`src/rtl/chain_node_pkg.sv`:
```
// Shared types for the grant/acknowledge chain node.
// Assumes: nothing beyond IEEE 1800-2017.
package chain_node_pkg;

    // Which function the shared chain lines currently carry.
    typedef enum logic {
        CH_ARB  = 1'b0,
        CH_IACK = 1'b1
    } chain_mode_e;

endpackage

```
`src/rtl/chain_mode_sel.sv`:
```
// Decodes whether the shared chain lines act as the acknowledge chain.
// Assumes: am_code and cyc_active are stable, synchronous bus samples.
module chain_mode_sel
    import chain_node_pkg::*;
#(
    parameter int          AM_W      = 6,
    parameter logic [AM_W-1:0] IACK_CODE = 6'h12
) (
    input  logic            cyc_active,
    input  logic [AM_W-1:0] am_code,
    output chain_mode_e     mode
);

    // Acknowledge mode only during an active cycle carrying the acknowledge code.
    always_comb begin
        mode = (cyc_active && (am_code == IACK_CODE)) ? CH_IACK : CH_ARB;
    end

endmodule

```
`src/rtl/iack_chain_stage.sv`:
```
// Pass/claim decision for the interrupt-acknowledge chain.
// Decides once per acknowledge cycle. A claim holds until the cycle ends.
// A forward drops one clock after the chain start input drops.
// Assumes: active is low between acknowledge cycles.
module iack_chain_stage #(
    parameter int LVL_W = 3
) (
    input  logic             clk,
    input  logic             rst_n,
    input  logic             active,
    input  logic             start,
    input  logic             irq_pending,
    input  logic [LVL_W-1:0] irq_level,
    input  logic [LVL_W-1:0] ack_level,
    output logic             fwd,
    output logic             claim,
    output logic [LVL_W-1:0] claim_level
);

    logic decided_q;
    logic match;

    // A local interrupt matches when pending at the level being acknowledged.
    always_comb begin
        match = irq_pending && (irq_level == ack_level);
    end

    // Latch the one-time pass/claim decision and release it at cycle end.
    always_ff @(posedge clk) begin
        if (!rst_n || !active) begin
            fwd         <= 1'b0;
            claim       <= 1'b0;
            claim_level <= '0;
            decided_q   <= 1'b0;
        end else if (start) begin
            if (!decided_q) begin
                decided_q <= 1'b1;
                if (match) begin
                    claim       <= 1'b1;
                    claim_level <= irq_level;
                end else begin
                    fwd <= 1'b1;
                end
            end
        end else begin
            fwd <= 1'b0;
        end
    end

endmodule

```
`src/rtl/arb_chain_stage.sv`:
```
// Keep-or-pass decision for the arbitration grant chain.
// Decides once per grant pulse. The state is frozen while hold is high,
// so a bus owner running an acknowledge cycle keeps its grant.
// Assumes: grant_in is a clean synchronous level.
module arb_chain_stage (
    input  logic clk,
    input  logic rst_n,
    input  logic hold,
    input  logic grant_in,
    input  logic arb_req,
    output logic fwd,
    output logic won
);

    logic decided_q;

    // Track the grant: decide on arrival, clear when the grant leaves.
    always_ff @(posedge clk) begin
        if (!rst_n) begin
            fwd       <= 1'b0;
            won       <= 1'b0;
            decided_q <= 1'b0;
        end else if (!hold) begin
            if (!grant_in) begin
                fwd       <= 1'b0;
                won       <= 1'b0;
                decided_q <= 1'b0;
            end else if (!decided_q) begin
                decided_q <= 1'b1;
                if (arb_req) begin
                    won <= 1'b1;
                end else begin
                    fwd <= 1'b1;
                end
            end
        end
    end

endmodule

```
`src/rtl/chain_grant_node.sv`:
```
// Per-device node on a shared grant/acknowledge daisy chain.
// The address-modifier decode picks the meaning of the chain lines. The
// acknowledge stage or the arbitration stage then drives grant_out.
// Assumes: synchronous bus inputs; the backplane acknowledge cycle itself
// is run by logic outside this block, triggered by iack_claim.
module chain_grant_node
    import chain_node_pkg::*;
#(
    parameter int              AM_W      = 6,
    parameter int              LVL_W     = 3,
    parameter logic [AM_W-1:0] IACK_CODE = 6'h12
) (
    input  logic             clk,
    input  logic             rst_n,
    input  logic             cfg_sysctl,
    input  logic             cyc_active,
    input  logic [AM_W-1:0]  am_code,
    input  logic [LVL_W-1:0] ack_level,
    input  logic             grant_in,
    input  logic             arb_req,
    input  logic             irq_pending,
    input  logic [LVL_W-1:0] irq_level,
    output logic             grant_out,
    output logic             arb_won,
    output logic             iack_claim,
    output logic [LVL_W-1:0] claim_level
);

    chain_mode_e mode_now;
    chain_mode_e mode_q;
    logic        iack_active;
    logic        iack_start;
    logic        iack_fwd;
    logic        arb_fwd;

    chain_mode_sel #(
        .AM_W      (AM_W),
        .IACK_CODE (IACK_CODE)
    ) u_mode (
        .cyc_active (cyc_active),
        .am_code    (am_code),
        .mode       (mode_now)
    );

    // Acknowledge activity and chain origin: the system controller starts it.
    always_comb begin
        iack_active = (mode_now == CH_IACK);
        iack_start  = cfg_sysctl ? 1'b1 : grant_in;
    end

    iack_chain_stage #(
        .LVL_W (LVL_W)
    ) u_iack (
        .clk         (clk),
        .rst_n       (rst_n),
        .active      (iack_active),
        .start       (iack_start),
        .irq_pending (irq_pending),
        .irq_level   (irq_level),
        .ack_level   (ack_level),
        .fwd         (iack_fwd),
        .claim       (iack_claim),
        .claim_level (claim_level)
    );

    arb_chain_stage u_arb (
        .clk      (clk),
        .rst_n    (rst_n),
        .hold     (iack_active),
        .grant_in (grant_in),
        .arb_req  (arb_req),
        .fwd      (arb_fwd),
        .won      (arb_won)
    );

    // Register the mode so the output select moves with the stage registers.
    always_ff @(posedge clk) begin
        if (!rst_n) begin
            mode_q <= CH_ARB;
        end else begin
            mode_q <= mode_now;
        end
    end

    // Drive the outgoing chain line from the stage owning it this cycle.
    always_comb begin
        grant_out = (mode_q == CH_IACK) ? iack_fwd : arb_fwd;
    end

endmodule

```
`config.mk`:
```
export PLATFORM = sky130hd
export DESIGN_NAME = chain_grant_node
export DESIGN_NICKNAME = d
export VERILOG_FILES = /design/src/rtl/chain_node_pkg.sv /design/src/rtl/chain_mode_sel.sv /design/src/rtl/iack_chain_stage.sv /design/src/rtl/arb_chain_stage.sv /design/src/rtl/chain_grant_node.sv
export SDC_FILE = /design/constraint.sdc
export NUM_CORES = 1
export LEC_CHECK = 0
export ABC_AREA = 1
export BUFFER_PORTS_ARGS = -buffer_cell sky130_fd_sc_hd__buf_2
export CORE_AREA = 2 2 39 41
export DETAILED_ROUTE_END_ITERATION = 6
export DIE_AREA = 0 0 41 43
export GPL_ROUTABILITY_DRIVEN = 0
export PLACE_DENSITY = 0.63
export REMOVE_ABC_BUFFERS = 1
export SYNTH_ARGS = -nofsm -noshare
export SYNTH_HDL_FRONTEND = slang
export SYNTH_SLANG_ARGS = --single-unit
```
`constraint.sdc`:
```
create_clock -name clk -period 1.1 [get_ports clk]
set_input_delay 0.055 -clock clk [delete_from_list [all_inputs] [get_ports clk]]
set_output_delay 0.055 -clock clk [all_outputs]
set_load 0.02 [all_outputs]
```
==> results_dict.tcl <==
set metrics [dict create \
    rsz0062_at_grt "false" \
    holdBufCountCts 0 \
    clk_transition_reported_paths_ns 0.07 \
    final_cell_mix "buf_2 (24), nand2_1 (21), inv_1 (14), nor2_1 (13), dfxtp_1 (10)" \
    ys_ff_latch 10 \
    coreArea_um2 1380 \
    period_minus_slack_ns 0.980 \
    dpl.hpwl_um 804 \
    status "finished, final reports clean" \
    total_power_mw 0.804 \
    slowest_delay_ns 0.31 \
    synth-seq-area-share 0.409 \
    n_antenna_cell 0 \
    post_drt_wl_per_cell_um 7.89 \
    grt_max_degree 8 \
    port_buffers 24 \
    hold_violations 0 \
    overflow 0 \
    fillers 149 \
    htree_levels 1 \
    synth_area_leaders "dfxtp_1 (41%), nand2_1 (16%), inv_1 (11%), nor2_1 (10%), a21oi_1 (5.1%)" \
    root_buffer "clkbuf_4" \
    antenna_left 0 \
    drt_iter0_drc 7 \
    syn_area_um2 489 \
    fin_ws_ns 0.120 \
    crit_arrival_ns 0.92 \
    fin_worst_skew_ns 0.00375 \
    slew_viol_final 0 \
    setup_viol_count_final 0 \
    end_kind "output pin" \
    numCtsBuffers 3 \
    final_area_um2 666 \
    place_ws_ns 0.209 \
    cts_sinks 10 \
    placed_area_um2 629 \
    layout-drive-gt1-share 0.333 \
    drcViolationCount 0 \
    cts_max_path_buffers 2 \
    initial_core_util 0.354 \
    first_global_vias 402 \
    post_cts_buffers 0 \
    crit_type "reg2out" \
    cap_violations 0 \
    firstDrtPassIters 4 \
    track_usage 0.123 \
    cp_data_required_time_ns 1.04 \
    crit_fanout 2 \
    cp-start-kind "register" \
    num_vias 510 \
    cp_cell_sequence "inv_1, o21ai_0, buf_2" \
    period_share 0.891 \
    ys_warn_count 0 \
    power_density_nw_per_um2 1210 \
    synth_top_cell_area_share 0.409 \
    multi_input_area_um2 231 \
    slew_headroom 0.874 \
    cts_tree "done" \
    antenna_found_initial 0 \
    holdCritPathClass "in2reg" \
    finalSetupTns_ns 0 \
    worst_slew_pin_slew_ns 0.188 \
    die_h_um 43 \
    rows 14 \
    vdd_drop_max_mv 0.762 \
    syn_area_per_cell_um2 6.61 \
    register_area_um2 200 \
    fin_util 0.481 \
    via_per_inst 4.32 \
    fp.dieW_um 41 \
    final_common_cell "buf_2" \
    ios 25 \
    cts_resized 0 \
    syn_inst 74 \
    areaGrowthSynthToFinish_pct 36.1 \
    power_leakage_nw 0.373 \
    grt_pass1_wl_um 1480 \
    crit_path_top_delay_cell "dfxtp_1" \
    insertion_delay_ns 0.27 \
    rrSetupSlack_ns 0.24 \
    die-area_um2 1760 \
    synthDistinctLibCells 15 \
    wl_um 931 \
    clock.fmax_mhz 1020 \
    synth_top_cell_by_area "dfxtp_1" \
    nNetsFinal 122 \
]
[worst paths after layout]
| check | from | endpoint | cells past startpoint |
|---|---|---|---|
| min | irq_level[1] | u_iack.claim_level[1]$_SDFFE_PP0P_ | 3 |
| max reg2reg | u_iack.decided_q$_SDFFE_PP0N_ | u_iack.claim_level[2]$_SDFFE_PP0P_ | 4 |
| min reg2reg | u_iack.claim$_SDFFE_PP0P_ | u_iack.claim$_SDFFE_PP0P_ | 2 |
| max | u_arb.fwd$_SDFFE_PN0P_ | grant_out | 3 |
[critical path, delay by kind of cell, from the launching register on]
kind,cells,cell delay (ns)
AO/OA/AOI/OAI,1,0.12
flip-flops,1,0.31
buffers and inverters,2,0.22
[layout make-up]
type	count	share of cell area
clock buffer	4	0.0545
inverter	15	0.0865
multi-input combinational	49	0.348
sequential	10	0.301
tap	16	0.0301
timing repair buffer	24	0.180
[synth_stat cells]
master and number:
a21oi_1 5, clkinv_2 1, dfxtp_1 10, inv_1 14, nand2_1 21, nand2_2 1
nand3_1 2, nand3_4 1, nand3b_1 1, nor2_1 13, nor2_2 1, nor2_4 1
nor3_2 1, o21ai_0 1, o21ai_1 1
[stage by stage]
| stage | instances | hold WS, ns |
|---|---|---|
| after global placement | 114 | 0.311 |
| after CTS | 118 | 0.0420 |
| after global routing | 118 | 0.0498 |
| after detailed placement | 114 | 0.320 |
| final | 118 | 0.0418 |
| after floorplan | 74 | 0.190 |
[registers in the layout, summed over array words and instances, names as in the netlist]
register            cells
mode_q                  1
u_iack.claim_level      3
u_arb.fwd               1
u_iack.claim            1
u_arb.decided_q         1
u_iack.fwd              1
u_iack.decided_q        1
u_arb.won               1
[kinds of logic (layout without fill, tap and decap cells)]
group,count (synthesis),in the layout,synth area share
compound gates,7,7,0.0716
buf+inv,15,43,0.118
flops,10,10,0.409
simple gates,42,42,0.402
[routing by layer]
| layer | track usage | routed length (um) | vias to the layer above |
|---|---|---|---|
| met5 | 0 | 0 | - |
| met4 | 0.0800 | 0 | 0 |
| met3 | 0.0314 | 84 | 0 |
| met2 | 0.184 | 443 | 21 |
| met1 | 0.148 | 403 | 215 |
| li1 | - | - | 274 |
[report_power, final]
group          internal [mW]  switching (mW)  leakage (nW)
clock                  0.201           0.131        0.0210
sequential             0.368         0.00257        0.0811
combinational         0.0464          0.0558         0.271
total                  0.615           0.189         0.373
No activity file was read; power rests on OpenSTA's default activity.
